===== src/rtl/dacm_pkg.sv =====
package dacm_pkg;
   localparam int CODE_W = 12;
   localparam int PD_W   = 2;

   typedef enum logic [1:0] {ECMD_START, ECMD_WRITE, ECMD_READ, ECMD_STOP} eng_cmd_e;
   typedef enum logic [1:0] {OP_NONE, OP_FAST, OP_STORE, OP_RECALL} dac_op_e;
   typedef enum logic [1:0] {T_IDLE, T_CMD, T_WAIT} seq_e;
   typedef enum logic [3:0] {
      E_IDLE, E_ST_A, E_ST_B, E_WAIT, E_SET, E_LOW, E_HIGH,
      E_SP_SET, E_SP_LOW, E_SP_HIGH
   } eng_st_e;
endpackage


===== src/rtl/dacm_rate_pick.sv =====
module dacm_rate_pick #(
   parameter  int NUM_RATES = 4,
   localparam int SEL_W     = (NUM_RATES > 1) ? $clog2(NUM_RATES) : 1
) (
   input  logic [NUM_RATES-1:0] rate_en,
   input  logic [SEL_W-1:0]     sel,
   output logic                 tick
);
   logic [NUM_RATES-1:0] hit;

   for (genvar g = 0; g < NUM_RATES; g++) begin : g_lane
      assign hit[g] = rate_en[g] && (sel == SEL_W'(g));
   end

   assign tick = |hit;
endmodule


===== src/rtl/dacm_bit_engine.sv =====
module dacm_bit_engine
   import dacm_pkg::*;
(
   input  logic     clk,
   input  logic     rst,
   input  logic     tick,
   input  logic     cmd_valid,
   input  eng_cmd_e cmd,
   input  logic [7:0] tx_byte,
   input  logic     ack_out,
   output logic     ready,
   output logic     done,
   output logic [7:0] rx_byte,
   output logic     ack_seen,
   input  logic     scl_i,
   input  logic     sda_i,
   output logic     scl_t,
   output logic     sda_t
);
   eng_st_e    st;
   logic [7:0] shreg;
   logic [3:0] bit_cnt;
   logic       rd_mode;
   logic       ack_drive;

   assign ready   = (st == E_IDLE) || (st == E_WAIT);
   assign rx_byte = shreg;

   always_ff @(posedge clk) begin
      if (rst) begin
         st        <= E_IDLE;
         scl_t     <= 1'b1;
         sda_t     <= 1'b1;
         done      <= 1'b0;
         ack_seen  <= 1'b0;
         shreg     <= '0;
         bit_cnt   <= '0;
         rd_mode   <= 1'b0;
         ack_drive <= 1'b0;
      end else begin
         done <= 1'b0;
         unique case (st)
            E_IDLE: if (cmd_valid && cmd == ECMD_START) st <= E_ST_A;
            E_ST_A: if (tick) begin
               sda_t <= 1'b0;
               st    <= E_ST_B;
            end
            E_ST_B: if (tick) begin
               scl_t <= 1'b0;
               done  <= 1'b1;
               st    <= E_WAIT;
            end
            E_WAIT: if (cmd_valid) begin
               if (cmd == ECMD_STOP) begin
                  st <= E_SP_SET;
               end else begin
                  shreg     <= (cmd == ECMD_READ) ? 8'hFF : tx_byte;
                  rd_mode   <= (cmd == ECMD_READ);
                  ack_drive <= ack_out;
                  bit_cnt   <= '0;
                  st        <= E_SET;
               end
            end
            E_SET: begin
               if (bit_cnt == 4'd8) sda_t <= rd_mode ? ~ack_drive : 1'b1;
               else                 sda_t <= rd_mode ? 1'b1 : shreg[7];
               st <= E_LOW;
            end
            E_LOW: if (tick) begin
               scl_t <= 1'b1;
               st    <= E_HIGH;
            end
            E_HIGH: if (tick && scl_i) begin
               scl_t <= 1'b0;
               if (bit_cnt == 4'd8) begin
                  ack_seen <= ~sda_i;
                  done     <= 1'b1;
                  st       <= E_WAIT;
               end else begin
                  shreg   <= {shreg[6:0], sda_i};
                  bit_cnt <= bit_cnt + 4'd1;
                  st      <= E_SET;
               end
            end
            E_SP_SET: begin
               sda_t <= 1'b0;
               st    <= E_SP_LOW;
            end
            E_SP_LOW: if (tick) begin
               scl_t <= 1'b1;
               st    <= E_SP_HIGH;
            end
            E_SP_HIGH: if (tick) begin
               sda_t <= 1'b1;
               done  <= 1'b1;
               st    <= E_IDLE;
            end
            default: st <= E_IDLE;
         endcase
      end
   end


   sda_quiet_chk: assert property (@(posedge clk) disable iff (rst)
      (scl_t && $past(scl_t) && (sda_t != $past(sda_t)))
         |-> ($past(st) == E_ST_A || $past(st) == E_SP_HIGH))
      else $error("data line moved while clock released");
endmodule


===== src/rtl/dacm_ctrl.sv =====
module dacm_ctrl
   import dacm_pkg::*;
#(
   parameter  int         NUM_RATES   = 4,
   parameter  int         MEM_RATE    = 0,
   parameter  logic [5:0] DEV_ADDR_HI = 6'b110000,
   localparam int         SEL_W       = (NUM_RATES > 1) ? $clog2(NUM_RATES) : 1
) (
   input  logic                 clk,
   input  logic                 rst,
   input  logic [NUM_RATES-1:0] rate_en,
   input  logic [SEL_W-1:0]     speed_sel,
   input  logic                 addr_lsb,
   input  logic                 auto_en,
   input  logic                 store_req,
   input  logic                 recall_req,
   input  logic [CODE_W-1:0]    code_in,
   input  logic [PD_W-1:0]      mode_in,
   output logic [CODE_W-1:0]    code_sh,
   output logic [PD_W-1:0]      mode_sh,
   input  logic                 scl_i,
   output logic                 scl_o,
   output logic                 scl_t,
   input  logic                 sda_i,
   output logic                 sda_o,
   output logic                 sda_t
);
   if (MEM_RATE < 0 || MEM_RATE >= NUM_RATES) begin : g_bad_rate
      $error("MEM_RATE must index rate_en");
   end
   if (CODE_W != 12 || PD_W != 2) begin : g_bad_fmt
      $error("byte packing assumes a 12-bit code and a 2-bit mode");
   end

   seq_e              tst;
   dac_op_e           op_q, go_op;
   logic [CODE_W-1:0] code_q;
   logic [PD_W-1:0]   mode_q;
   logic              addr_q, fail_q, rd_pend, st_pend;
   logic [SEL_W-1:0]  spd_q;
   logic [2:0]        step, last_step;
   logic [7:0]        ee_hi, ee_lo;
   logic              tick, stop_step, wr_step;
   logic              eng_valid, eng_ready, eng_done, eng_ack, eng_ackout;
   eng_cmd_e          eng_cmd;
   logic [7:0]        eng_tx, eng_rx;

   assign scl_o = 1'b0;
   assign sda_o = 1'b0;

   dacm_rate_pick #(.NUM_RATES(NUM_RATES)) u_rate (
      .rate_en(rate_en), .sel(spd_q), .tick(tick));

   dacm_bit_engine u_eng (
      .clk(clk), .rst(rst), .tick(tick),
      .cmd_valid(eng_valid), .cmd(eng_cmd), .tx_byte(eng_tx), .ack_out(eng_ackout),
      .ready(eng_ready), .done(eng_done), .rx_byte(eng_rx), .ack_seen(eng_ack),
      .scl_i(scl_i), .sda_i(sda_i), .scl_t(scl_t), .sda_t(sda_t));

   always_comb begin
      if (rd_pend)      go_op = OP_RECALL;
      else if (st_pend) go_op = OP_STORE;
      else if (auto_en && (code_in != code_sh || mode_in != mode_sh)) go_op = OP_FAST;
      else              go_op = OP_NONE;
   end

   always_comb begin
      unique case (op_q)
         OP_FAST:  last_step = 3'd3;
         OP_STORE: last_step = 3'd4;
         default:  last_step = 3'd6;
      endcase
   end

   assign stop_step = (step == last_step + 3'd1);
   assign wr_step   = (step != 3'd0) && !stop_step && (op_q != OP_RECALL || step == 3'd1);
   assign eng_valid = (tst == T_CMD);

   always_comb begin
      eng_cmd    = ECMD_WRITE;
      eng_tx     = 8'h00;
      eng_ackout = 1'b0;
      if (step == 3'd0) begin
         eng_cmd = ECMD_START;
      end else if (stop_step) begin
         eng_cmd = ECMD_STOP;
      end else if (step == 3'd1) begin
         eng_tx = {DEV_ADDR_HI, addr_q, op_q == OP_RECALL};
      end else if (op_q == OP_RECALL) begin
         eng_cmd    = ECMD_READ;
         eng_ackout = (step != last_step);
      end else if (op_q == OP_FAST) begin
         eng_tx = (step == 3'd2) ? {2'b00, mode_q, code_q[11:8]} : code_q[7:0];
      end else begin
         unique case (step)
            3'd2:    eng_tx = {3'b011, 2'b00, mode_q, 1'b0};
            3'd3:    eng_tx = code_q[11:4];
            default: eng_tx = {code_q[3:0], 4'b0000};
         endcase
      end
   end

   always_ff @(posedge clk) begin
      if (rst) begin
         tst     <= T_IDLE;
         op_q    <= OP_NONE;
         code_q  <= '0;
         mode_q  <= '0;
         addr_q  <= 1'b0;
         spd_q   <= '0;
         step    <= '0;
         fail_q  <= 1'b0;
         rd_pend <= 1'b0;
         st_pend <= 1'b0;
         ee_hi   <= '0;
         ee_lo   <= '0;
         code_sh <= '0;
         mode_sh <= '0;
      end else begin
         rd_pend <= (rd_pend && !(tst == T_IDLE && go_op == OP_RECALL)) || recall_req;
         st_pend <= (st_pend && !(tst == T_IDLE && go_op == OP_STORE)) || store_req;
         unique case (tst)
            T_IDLE: if (go_op != OP_NONE) begin
               op_q   <= go_op;
               code_q <= code_in;
               mode_q <= mode_in;
               addr_q <= addr_lsb;
               spd_q  <= (go_op == OP_FAST) ? speed_sel : SEL_W'(MEM_RATE);
               step   <= '0;
               fail_q <= 1'b0;
               tst    <= T_CMD;
            end
            T_CMD: tst <= T_WAIT;
            T_WAIT: if (eng_done) begin
               if (stop_step) begin
                  tst <= T_IDLE;
                  if (!fail_q) begin
                     if (op_q == OP_RECALL) begin
                        code_sh <= {ee_hi[3:0], ee_lo};
                        mode_sh <= ee_hi[6:5];
                     end else begin
                        code_sh <= code_q;
                        mode_sh <= mode_q;
                     end
                  end
               end else begin
                  tst <= T_CMD;
                  if (wr_step && !eng_ack) begin
                     fail_q <= 1'b1;
                     step   <= last_step + 3'd1;
                  end else begin
                     step <= step + 3'd1;
                  end
                  if (op_q == OP_RECALL && step == last_step - 3'd1) ee_hi <= eng_rx;
                  if (op_q == OP_RECALL && step == last_step)        ee_lo <= eng_rx;
               end
            end
            default: tst <= T_IDLE;
         endcase
      end
   end


   cmd_ready_chk: assert property (@(posedge clk) disable iff (rst)
      eng_valid |-> eng_ready)
      else $error("command offered to a busy engine");


   mem_rate_chk: assert property (@(posedge clk) disable iff (rst)
      (tst != T_IDLE && op_q != OP_FAST) |-> (spd_q == SEL_W'(MEM_RATE)))
      else $error("memory operation on a fast rate");


   shadow_hold_chk: assert property (@(posedge clk) disable iff (rst)
      (code_sh != $past(code_sh) || mode_sh != $past(mode_sh))
         |-> ($past(eng_done) && $past(tst) == T_WAIT && !$past(fail_q)))
      else $error("shadow changed outside a finished transfer");
endmodule


===== config.mk =====
export PLATFORM = sky130hd
export DESIGN_NAME = dacm_ctrl
export DESIGN_NICKNAME = d
export VERILOG_FILES = /design/src/rtl/dacm_pkg.sv /design/src/rtl/dacm_rate_pick.sv /design/src/rtl/dacm_bit_engine.sv /design/src/rtl/dacm_ctrl.sv
export SDC_FILE = /design/constraint.sdc
export NUM_CORES = 1
export LEC_CHECK = 0
export BUFFER_PORTS_ARGS = -buffer_cell sky130_fd_sc_hd__buf_2
export CORE_ASPECT_RATIO = 1.75
export CORE_UTILIZATION = 35
export CTS_BUF_LIST = sky130_fd_sc_hd__clkbuf_4 sky130_fd_sc_hd__clkbuf_8
export CTS_CLUSTER_SIZE = 20
export DETAILED_ROUTE_END_ITERATION = 7
export PLACE_DENSITY = 0.52
export SETUP_SLACK_MARGIN = 0.15
export SLEW_MARGIN = 10
export SYNTH_ARGS = -nofsm -noshare
export SYNTH_HDL_FRONTEND = slang
export SYNTH_HIERARCHICAL = 1
export SYNTH_SLANG_ARGS = --single-unit
export TNS_END_PERCENT = 1

===== constraint.sdc =====
create_clock -name clk -period 4.1 [get_ports clk]
set_input_delay 0.82 -clock clk [delete_from_list [all_inputs] [get_ports clk]]
set_output_delay 0.82 -clock clk [all_outputs]
set_load 0.01 [all_outputs]

# == Word level (Yosys, flattened, before mapping) ==
# Cells that the tools add are included.
# totals
ff_bits,78
inputBits,28
out_inout_bits,18
# classes
n_bitwise,5
reduce_logical,51
muxes,70
eq_ne,48
addsub,4
# ops
op,n
8-bit two-way mux,11
4-bit two-way mux,12
4-bit one-hot mux with 10 select lines,1
8-bit one-hot mux with 2 select lines,2
2-bit two-way mux,11
"2-bit by 1-bit inequality test with 1-bit output, second input constant",10
4-bit AND reduction,5
1-bit two-way mux,19
"2-bit == test, second input constant",9
"4-bit by 3-bit == test with 1-bit output, second input constant",4
1-bit logical AND,16
3-bit two-way mux,5
"4-bit == test, second input constant",3
12-bit two-way mux,1
12-bit inequality test,1
"2-bit inequality test, second input constant",6
3-bit one-hot mux with 2 select lines,2
5-bit AND reduction,2
3-bit == test,3
3-bit AND reduction,3
"2-bit by 1-bit == test with 1-bit output, second input constant",4
"4-bit by 2-bit == test with 1-bit output, second input constant",2
4-bit one-hot mux with 2 select lines,1
8-bit AND reduction,1
24 further kinds,44

# == Longest topological paths before layout ==
# Gate-level depths: netlist (run 1).
# depth
depth_word,12
ltp_mapped,14

# == Hierarchy ==
# Netlist (run 1), hierarchy kept.
# modules_own_cells
module,cells_per_inst,seq_area_each_um2,area_per_inst_um2,n_inst
dacm_ctrl,360,1101.1,3203.1,1
dacm_bit_engine,179,440.4,1390.1,1
dacm_rate_pick,1,0.0,22.5,1

# == Least setup slack after synthesis (run 1) ==
# Ideal clock, no wire load.
# synth_timing
path_type,flip-flop to flip-flop
from,reg op_q[0]
to,reg u_eng.st[0]
setup_slack_ps,1264
setup_time_ps,118
arrival_ps,2718
stages_incl_launch_ff,14
period_less_slack_ps,2836
path_cell_list,dfxtp_1 > inv_1 > ha_1 > xnor2_2 > o31ai_4 > buf_6 > a21oi_1 > nor2_1 > a21oi_1 > nor2_1 > a2111o_1 > a31oi_1 > or3_1 > a21oi_2
# synth_via
elab_chain_len,10
word_cells_on_any_way,18
cone_classes,1 x add/sub; 6 x eq/ne; 8 x mux; 3 x reduce/logical
# synth_lines
element,line,source
"start, declared",dacm_ctrl.sv:36,"dac_op_e op_q, go_op;"
"start signal, assigned",dacm_ctrl.sv:124,op_q <= go_op;
2-bit == test / 2-bit by 1-bit == test with 1-bit output (equally long branches),dacm_ctrl.sv:68,unique case (op_q)
3-bit one-hot mux with 2 select lines,dacm_ctrl.sv:68,
3-bit by 1-bit adder with 3-bit output,dacm_ctrl.sv:75,assign stop_step = (step == last_step + 3'd1);
3-bit == test,dacm_ctrl.sv:75,
2-bit two-way mux (*),dacm_ctrl.sv:85,end else if (stop_step) begin
2-bit two-way mux (*),dacm_ctrl.sv:83,if (step == 3'd0) begin
via eng_cmd[1],dacm_ctrl.sv:45,eng_cmd_e eng_cmd;
2-bit == test / 2-bit logical NOT (equally long branches),"dacm_bit_engine.sv:54, dacm_bit_engine.sv:43",
2-bit two-way mux / 1-bit logical AND (equally long branches),"dacm_bit_engine.sv:54, dacm_bit_engine.sv:43",
4-bit two-way mux / 2-bit inequality test (equally long branches),n/a,
4-bit one-hot mux with 10 select lines / 8-bit AND reduction (equally long branches),n/a,
"end signal, assigned",dacm_bit_engine.sv:43,E_IDLE: if (cmd_valid && cmd == ECMD_START) st <= E_ST_A;
"end signal, assigned",dacm_bit_engine.sv:46,st <= E_ST_B;
"end signal, assigned",dacm_bit_engine.sv:55,st <= E_SP_SET;
"end, declared",dacm_bit_engine.sv:20,eng_st_e st;
# The timed path passes the listed nets; every way through them passes the cells marked *. The select of a mux whose other input is x is not followed.
# A chain may end at the register's enable or synchronous reset.

# == Worst setup path in the final report (run 1) ==
# layout_timing
from,reg op_q[0]
to,reg u_eng.bit_cnt[1]
# layout_via
elab_chain_len,9
word_cells_on_any_way,13
cone_classes,1 x add/sub; 6 x eq/ne; 5 x mux; 1 x reduce/logical
# layout_lines
element,line,source
2-bit == test / 2-bit by 1-bit == test with 1-bit output (equally long branches),dacm_ctrl.sv:68,
3-bit one-hot mux with 2 select lines,dacm_ctrl.sv:68,
3-bit by 1-bit adder with 3-bit output,dacm_ctrl.sv:75,
3-bit == test,dacm_ctrl.sv:75,
2-bit two-way mux (*),dacm_ctrl.sv:85,
2-bit two-way mux (*),dacm_ctrl.sv:83,
via eng_cmd[1],dacm_ctrl.sv:45,
2-bit == test (*),dacm_bit_engine.sv:54,if (cmd == ECMD_STOP) begin
2-bit inequality test (no line) (*),n/a,
5-bit AND reduction (no line) (*),n/a,
"end signal, assigned",dacm_bit_engine.sv:81,bit_cnt <= bit_cnt + 4'd1;
"end, declared",dacm_bit_engine.sv:22,logic [3:0] bit_cnt;
# The timed path passes the listed nets; every way through them passes the cells marked *.

==> run_results.csv, run 1 <==
group,metric,value,unit
outcome,status,"complete, no violations",
cells_and_area,syn2layout_area_growth,9.53,%
logic_synthesis,synth_area_per_cell,8.56,um2
cells_and_area,fin_cells,738,
power_and_ir_drop,power,1.86,mW
drt,drt_iter0_markers,128,
placed_design,place_congestion,0.892,
setup_path,startpoint_type,"flip-flop",
setup_path,timing.rr.end,"u_eng/bit_cnt[1]",
timing,whs,461,ps
min_path,min_path_cells,2,
drt,drc,0,
placed_design,placed_cells,722,
timing,rsz0062_at_grt,"no",
cts,cts_tree,"built",
setup_path,critPathKind,"flip-flop to flip-flop",
cts,cts_root_buffer,"clkbuf_8",
drt,via_per_inst,5.22,
cells_and_area,n_antenna_cell,0,
logic_synthesis,syn_inst,538,
setup_path,crit_slowest_cell,"o21ai_2",
timing,hold_violations,0,
cells_and_area,nets,601,
timing,worst_pin_slew,1040,ps
cells_and_area,nFillCells,1359,
drt,num_vias,3855,
drt,drtPass1Iterations,4,
die,num_rows,55,
drt,ant_nets,0,
die,die_y,154,um
die,die_x,88.7,um
placed_design,hpwlAfterDp,8.81,mm
cells_and_area,fin_util,0.392,
logic_synthesis,synth_area,4610,um2
setup_path,worstPathMaxFanout,11,
cts,clock_path_buffers,2,
setup_path,rrSetupSlack,840,ps
setup_path,r2r_start,"op_q[0]",
timing,min_period,3260,ps
timing,maxSlewViolCount,0,
cts,clock_latency,360,ps
global_route,antenna_found_initial,0,
global_route,grt_overflow,0,
power_and_ir_drop,power_density,368,nW/um2
cts,cts_max_level,3,
drt,wl,11.8,mm
cts,clock-sinks,77,
global_route,grt_usage,0.187,
min_path,hold_path_class,"flip-flop to flip-flop",
logic_synthesis,yosysWarnings,6,
placed_design,io_buffers,43,
cells_and_area,multi_input_area,2790,um2
setup_path,worst_ep_arrival_time,3560,ps
run,maxCapViolCount,0,
global_route,grt_start_max_net_pins,60,
min_path,min_from,"u_eng/scl_t",
global_route,grt_pass1_vias,3877,
global_route,grt_pass1_wl,19.4,mm
timing,fin_skew,8.53,ps
die,io_pins,46,
cells_and_area,drive_above_1_share,0.169,
timing,setup_viol,0,
die,start_util,0.358,
timing,clock.fmax,307,MHz
power_and_ir_drop,irDropWorstVdd,246,uV
cts,post_cts_resized,0,
die,coreArea,12900,um2
cts,clkSlewWorstSetupHoldPaths,80,ps
timing,relSlewSlack,0.302,
die,die_area,13600,um2
cells_and_area,regArea,1540,um2
setup_path,cp.required,4400,ps
setup_path,end_kind,"flip-flop",
drt,routedWlPerCell,16.0,um
min_path,hold_path_end,"u_eng/scl_t",
setup_path,reg2regPathDepth,12,
power_and_ir_drop,p_leak,1.87,nW
cts,post_cts_buffers,0,
cts,cts_hold_buffers,0,
setup_path,crit_path_max_incr_delay,540,ps
timing,min_period_over_period,0.796,
setup_path,cp_cell_sequence,"inv_1 > ha_1 > xnor2_2 > o31ai_4 > a21oi_1 > nor2_1 > a21oi_1 > nand2_1 > and3_1 > o21ai_2 > mux2_1 > nor2_1",
timing,setup_tns,0,ps
cts,cts_buffers,9,
-- where the power goes --
part	total [mW]	switching [mW]	leakage (nW)	internal, mW
Combinational	0.425	0.238	1.16	0.186
Clock	0.555	0.302	0.0917	0.253
Sequential	0.878	0.0841	0.625	0.794
Total	1.86	0.624	1.87	1.23
-- state kept, by name (all words and copies together), names as in the netlist --
| signal | flops |
|---|---|
| addr_q | 1 |
| code_q | 12 |
| code_sh | 12 |
| ee_hi | 6 |
| ee_lo | 8 |
| fail_q | 1 |
| mode_q | 2 |
| mode_sh | 2 |
| op_q | 2 |
| rd_pend | 1 |
| spd_q | 2 |
| st_pend | 1 |
| step | 3 |
| tst | 2 |
| u_eng/ack_drive | 1 |
| u_eng/ack_seen | 1 |
| u_eng/bit_cnt | 4 |
| u_eng/done | 1 |
| u_eng/rd_mode | 1 |
| u_eng/rx_byte | 8 |
| u_eng/scl_t | 1 |
| u_eng/sda_t | 1 |
| u_eng/st | 4 |
-- cell type report --
class | count | share of cell area
clock buffer | 11 | 0.0300
clock inverter | 5 | 0.00669
inverter | 14 | 0.0104
multi-input combinational | 411 | 0.553
sequential | 77 | 0.305
tap | 171 | 0.0424
timing repair buffer | 49 | 0.0516
-- per-layer routing --
layer	wire length [um]	global-route usage	vias up
met3	359	0.0327	23
met1	4840	0.204	1826
met5	0	0	-
li1	-	-	1935
met4	327	0.0799	0
met2	6310	0.341	71
-- worst max-delay path, delay by kind of cell, from the launching register on --
family                   cells  cell delay [ps]
adder cells (fa/ha/maj)      1              370
XOR/XNOR                     1              230
flip-flops                   1              400
multiplexers                 1              380
AO/OA/AOI/OAI                4             1310
buffers and inverters        1               90
AND/OR/NAND/NOR              4              410
-- cell usage in the layout, fill, tap and decap left out, drive strengths merged, types with 4 or more instances in the layout --
cell,instances
mux2,4
a31oi,5
clkbuf,11
nand4,4
a21oi,21
o31ai,7
a22oi,4
o21ai,22
nor2,74
nor2b,13
mux2i,61
buf,49
inv,14
nand2b,6
ha,11
and2,4
xnor2,16
dfxtp,77
a211oi,24
nand3,10
nor3,12
nand2,66
-- worst max path at each step --
stage | startpoint | end | slack (ps) | cells past startpoint
after floorplan | op_q[0] | u_eng/st[0] | 1260 | 13
after global placement | op_q[0] | u_eng/bit_cnt[1] | 940 | 12
after detailed placement | op_q[0] | u_eng/bit_cnt[1] | 850 | 12
after CTS | op_q[0] | u_eng/bit_cnt[1] | 810 | 12
after global routing | op_q[0] | u_eng/bit_cnt[1] | 570 | 12
final | op_q[0] | u_eng/bit_cnt[1] | 840 | 12
-- per-stage QoR --
stage / setup WS, ps / area, um2
2_1_floorplan: 1260 / 4610
3_3_place_gp: 944 / 4860
3_5_place_dp: 851 / 4860
4_1_cts: 810 / 5050
5_1_grt: 573 / 5050
6_report: 838 / 5050
Note: power is estimated with default switching activity, not from simulation.
==> run 2: changes to the inputs <==
--- a/config.mk
+++ b/config.mk
@@ -5,6 +5,7 @@
 export SDC_FILE = /design/constraint.sdc
 export NUM_CORES = 1
 export LEC_CHECK = 0
+export ABC_AREA = 1
 export BUFFER_PORTS_ARGS = -buffer_cell sky130_fd_sc_hd__buf_2
 export CORE_ASPECT_RATIO = 1.75
 export CORE_UTILIZATION = 35
==> constraint.sdc (replaced) <==
create_clock -name clk -period 3.3 [get_ports clk]
set_input_delay 0.66 -clock clk [delete_from_list [all_inputs] [get_ports clk]]
set_output_delay 0.66 -clock clk [all_outputs]
set_load 0.01 [all_outputs]
==> run_results.csv, run 2 <==
group,metric,value,unit
cells_and_area,nFillCells,1382,
die,start_util,0.364,
setup_path,r2r_start,"op_q[1]",
logic_synthesis,syn_inst,717,
drt,ant_nets,0,
cells_and_area,final_common_cell,"nand2_1",
power_and_ir_drop,p_leak,2.32,nW
timing,min_period_over_period,0.816,
die,io_pins,46,
global_route,antenna_found_initial,0,
global_route,grt_usage,0.199,
placed_design,io_buffers,43,
power_and_ir_drop,irDropWorstVdd,297,uV
logic_synthesis,synth_area_per_cell,6.38,um2
setup_path,crit_end,"u_eng/rx_byte[0]",
setup_path,cp.required,3600,ps
timing,worst_pin_slew,942,ps
cells_and_area,final_cell_mix,"nand2_1, nor2_1, inv_1",
logic_synthesis,synth_area,4570,um2
cts,cts_tree,"built",
timing,relSlewSlack,0.371,
cts,post_cts_resized,0,
timing,hold_violations,0,
cts,clock_path_buffers,2,
logic_synthesis,yosysWarnings,6,
cells_and_area,drive_above_1_share,0.155,
setup_path,worstPathMaxFanout,14,
cells_and_area,n_antenna_cell,0,
timing,setup_tns,0,ps
cells_and_area,reg_top3,"code_q (12), code_sh (12)",
die,coreArea,12600,um2
timing,fin_skew,12.0,ps
cells_and_area,nets,795,
timing,maxSlewViolCount,0,
setup_path,critPathKind,"flip-flop to flip-flop",
cts,cts_max_level,3,
drt,routedWlPerCell,13.8,um
setup_path,timing.rr.end,"u_eng/rx_byte[0]",
setup_path,end_kind,"flip-flop",
setup_path,rrSetupSlack,610,ps
cells_and_area,syn2layout_area_growth,11.7,%
die,die_x,88.4,um
cts,clock-sinks,77,
setup_path,reg2regPathDepth,14,
min_path,hold_path_class,"flip-flop to flip-flop",
timing,whs,464,ps
drt,drc,0,
drt,drtPass1Iterations,5,
power_and_ir_drop,power_density,544,nW/um2
timing,setup_viol,0,
global_route,grt_pass1_wl,20.6,mm
global_route,grt_start_max_net_pins,35,
cts,clkSlewWorstSetupHoldPaths,80,ps
timing,rsz0062_at_grt,"no",
power_and_ir_drop,power,2.78,mW
setup_path,worst_ep_arrival_time,2990,ps
cts,cts_buffers,9,
cts,clock_latency,360,ps
placed_design,place_congestion,0.920,
die,die_y,153,um
run,maxCapViolCount,0,
cts,cts_root_buffer,"clkbuf_8",
die,die_area,13500,um2
cells_and_area,final_cell_area,5110,um2
timing,clock.fmax,371,MHz
cts,cts_hold_buffers,0,
setup_path,cp-startpoint,"op_q[1]",
drt,num_vias,4521,
setup_path,startpoint_type,"flip-flop",
drt,via_per_inst,4.87,
drt,wl,12.8,mm
outcome,status,"complete, no violations",
global_route,grt_overflow,0,
placed_design,hpwlAfterDp,10.1,mm
timing,min_period,2690,ps
cts,post_cts_buffers,0,
drt,drt_iter0_markers,252,
die,num_rows,54,
placed_design,placed_area,4910,um2
cells_and_area,fin_cells,929,
placed_design,placed_cells,913,
global_route,grt_pass1_vias,4249,
-- run 2: cell count changes in the layout (fill, tap and decap cells not counted), sizes merged, moves of 7 or more --
cell	delta
o21a	+12
nor2b	-13
mux2i	-61
a21oi	+33
nor3	-11
o21ai	+41
nor2	+35
nand3	+27
a211oi	-23
xnor2	-15
inv	+86
nand2	+139
o31ai	-7
-- run 2: routing by layer --
layer	GRT usage	up-vias	share of wire
li1	-	2344	-
met1	0.209	2037	0.39
met2	0.373	109	0.54
met3	0.0292	31	0.033
met4	0.0899	0	0.032
met5	0	-	0
-- run 2: critical path, stage by stage, from the launching register on --
cell     delay, ps
dfxtp_1        360
inv_1           80
ha_1           450
nor2_1         120
nor2_1         180
nand3_2        170
a21oi_1        240
inv_1           60
nor2_1         440
o21ai_0        160
o21ai_1        100
inv_1           50
nand2_1         60
nand2_1         50
nor2_2         100
-- run 2: where the power goes --
part	total [mW]	internal, mW	switching [mW]
Sequential	1.15	1.03	0.117
Clock	0.721	0.357	0.365
Combinational	0.908	0.302	0.607
Total	2.78	1.69	1.09
-- run 2: how the worst min path moves through the flow --
stage                     from  cells past startpoint              end
2_1_floorplan   u_eng/ack_seen                      2   u_eng/ack_seen
3_3_place_gp       u_eng/scl_t                      2      u_eng/scl_t
3_5_place_dp       u_eng/scl_t                      2      u_eng/scl_t
4_1_cts        u_eng/ack_drive                      2  u_eng/ack_drive
5_1_grt         u_eng/ack_seen                      2   u_eng/ack_seen
6_report       u_eng/ack_drive                      2  u_eng/ack_drive
-- run 2: area by class of cell --
cell class,instances,area [um2],share of cell area
Clock buffer,10,131,0.0257
Clock inverter,6,63.8,0.0125
Inverter,102,383,0.0750
Multi-Input combinational cell,521,2550,0.499
Sequential cell,77,1540,0.302
Tap cell,168,210,0.0412
Timing Repair Buffer,45,230,0.0451
-- run 2: stage by stage --
stage,setup WS [ps],util
6_report,608,0.406
5_1_grt,354,0.406
4_1_cts,682,0.406
3_5_place_dp,715,0.391
3_3_place_gp,809,0.391
2_1_floorplan,1250,-
==> run 3: changes to the inputs <==
==> constraint.sdc (replaced) <==
create_clock -name clk -period 2.5 [get_ports clk]
set_input_delay 0.5 -clock clk [delete_from_list [all_inputs] [get_ports clk]]
set_output_delay 0.5 -clock clk [all_outputs]
set_load 0.01 [all_outputs]
==> run_results.csv, run 3 (synthesized netlist as in run 2, its figures left out) <==
group,metric,value,unit
setup_path,reg2regPathDepth,16,
drt,num_vias,4509,
die,io_pins,46,
timing,setup_viol,0,
setup_path,critPathMostFrequentCell,"nand2_1",
setup_path,worst_ep_arrival_time,2420,ps
drt,drt_iter0_markers,211,
setup_path,critPathBufInv,4,
cts,cts_max_level,3,
setup_path,cp_cell_sequence,"inv_1 > ha_1 > nand2_1 > inv_1 > nor2_2 > nand3_4 > a21oi_2 > nand2_1 > inv_1 > nand2_1 > nand2_2 > inv_2 > nand2_1 > nand2_1 > nand2_1 > nor2_1",
timing,min_period,2160,ps
drt,drtPass1Iterations,5,
setup_path,rrSetupSlack,340,ps
global_route,grt_pass1_wl,20.7,mm
setup_path,startpoint_type,"flip-flop",
cells_and_area,final_common_cell,"nand2_1",
cts,cts_tree,"built",
drt,routedWlPerCell,13.6,um
global_route,grt_overflow,0,
drt,via_per_inst,4.81,
cts,clkSlewWorstSetupHoldPaths,80,ps
min_path,min_from,"recall_req",
setup_path,critPathKind,"flip-flop to flip-flop",
die,die_y,153,um
cts,clock-sinks,77,
setup_path,cp.required,2760,ps
cells_and_area,final_cell_area,5290,um2
die,start_util,0.364,
timing,maxSlewViolCount,0,
setup_path,timing.rr.end,"u_eng/bit_cnt[1]",
power_and_ir_drop,p_leak,2.37,nW
timing,relSlewSlack,0.372,
global_route,grt_pass1_vias,4416,
setup_path,end_kind,"flip-flop",
drt,met3_length,349,um
drt,wl_met2,6.85,mm
timing,hold_violations,0,
timing,min_period_over_period,0.865,
drt,met1Wirelength,5.13,mm
placed_design,io_buffers,43,
placed_design,hpwlAfterDp,9.99,mm
cells_and_area,drive_above_1_share,0.183,
global_route,grt_usage,0.198,
cts,clock_latency,360,ps
timing,clock.fmax,462,MHz
drt,ant_nets,0,
setup_path,r2r_start,"op_q[1]",
global_route,antenna_found_initial,0,
cts,cts_buffers,9,
setup_path,crit_path_max_incr_delay,390,ps
timing,worst_pin_slew,942,ps
setup_path,path_delay_family,"simple AND/OR/NAND/NOR gates",
cells_and_area,n_antenna_cell,0,
min_path,hold_path_end,"rd_pend",
die,die_x,88.4,um
min_path,min_path_cells,3,
die,coreArea,12600,um2
power_and_ir_drop,irDropWorstVdd,312,uV
die,num_rows,54,
run,maxCapViolCount,0,
min_path,hold_path_class,"input port to flip-flop",
die,die_area,13500,um2
outcome,status,"complete, no violations",
setup_path,worstPathMaxFanout,6,
cells_and_area,reg_top3,"code_q (12), code_sh (12)",
setup_path,crit_slowest_cell,"dfxtp_2",
timing,rsz0062_at_grt,"yes",
timing,fin_skew,9.77,ps
timing,setup_tns,0,ps
cells_and_area,syn2layout_area_growth,15.7,%
drt,drc,0,
cts,clock_path_buffers,2,
cts,cts_root_buffer,"clkbuf_8",
cells_and_area,nets,803,
drt,top_layer,"met4",
power_and_ir_drop,power_density,733,nW/um2
drt,wl,12.8,mm
cells_and_area,final_cell_mix,"nand2_1, nor2_1, inv_1",
placed_design,placed_area,4960,um2
global_route,grt_start_max_net_pins,35,
placed_design,place_congestion,0.884,
==> run 3: cell types whose count changed in the layout (fill, tap and decap cells not counted), sizes merged <==
cell	delta
buf	+8
bufinv	+1
clkbuf	-1
clkinv	-1
clkinvlp	+1
==> run 3: layout make-up <==
type | count | area [um2]
Inverter | 102 | 383
Clock buffer | 9 | 124
Multi-Input combinational cell | 521 | 2620
Fill cell | 1396 | 7280
Sequential cell | 77 | 1550
Timing Repair Buffer | 53 | 303
Clock inverter | 7 | 100
Tap cell | 168 | 210
==> run 3: worst max-delay path by stage <==
stage                 start               end  slack, ps  depth (start not counted)
floorplan           op_q[0]  u_eng/rx_byte[0]        450                         15
global placement    op_q[0]  u_eng/rx_byte[6]        270                         15
detailed placement  op_q[0]       u_eng/st[1]        200                         14
CTS                 op_q[0]  u_eng/rx_byte[4]        180                         16
global route        op_q[1]  u_eng/rx_byte[0]         90                         16
finish              op_q[1]  u_eng/bit_cnt[1]        340                         16
==> run 3: stage by stage <==
stage	hold slack [ps]	total power, mW	worst slack (ps)	cells	utilization
floorplan	423	2.44	453	718	-
global placement	439	2.76	271	920	0.395
global route	364	4.18	91.6	937	0.421
detailed placement	444	2.76	202	920	0.395
finish	348	3.87	337	937	0.421
CTS	338	3.84	179	936	0.413
==> run 3: report_power, final <==
group / total [mW] / switching [mW] / internal, mW
Sequential: 1.52 / 0.154 / 1.36
Clock: 1.06 / 0.495 / 0.565
Combinational: 1.30 / 0.840 / 0.458
Total: 3.87 / 1.49 / 2.39
==> run 3: what timing repair did <==
action,CTS,global route
resized for setup,0,20
hold buffers,0,0
setup buffers,0,1
endpoints found under the setup margin,0,29
==> run 3: metal layers <==
layer	vias to the layer above	global-route usage
met2	102	0.368
met4	0	0.0922
met3	31	0.0270
li1	2357	-
met1	2019	0.212
met5	-	0
==> run 3: worst register-to-register path, stage by stage, from the launching register on <==
cell and delay, ps:
dfxtp_2 390, inv_1 70, ha_1 260, nand2_1 110
inv_1 50, nor2_2 130, nand3_4 140, a21oi_2 190
nand2_1 100, inv_1 60, nand2_1 60, nand2_2 130
inv_2 70, nand2_1 130, nand2_1 80, nand2_1 70
nor2_1 40
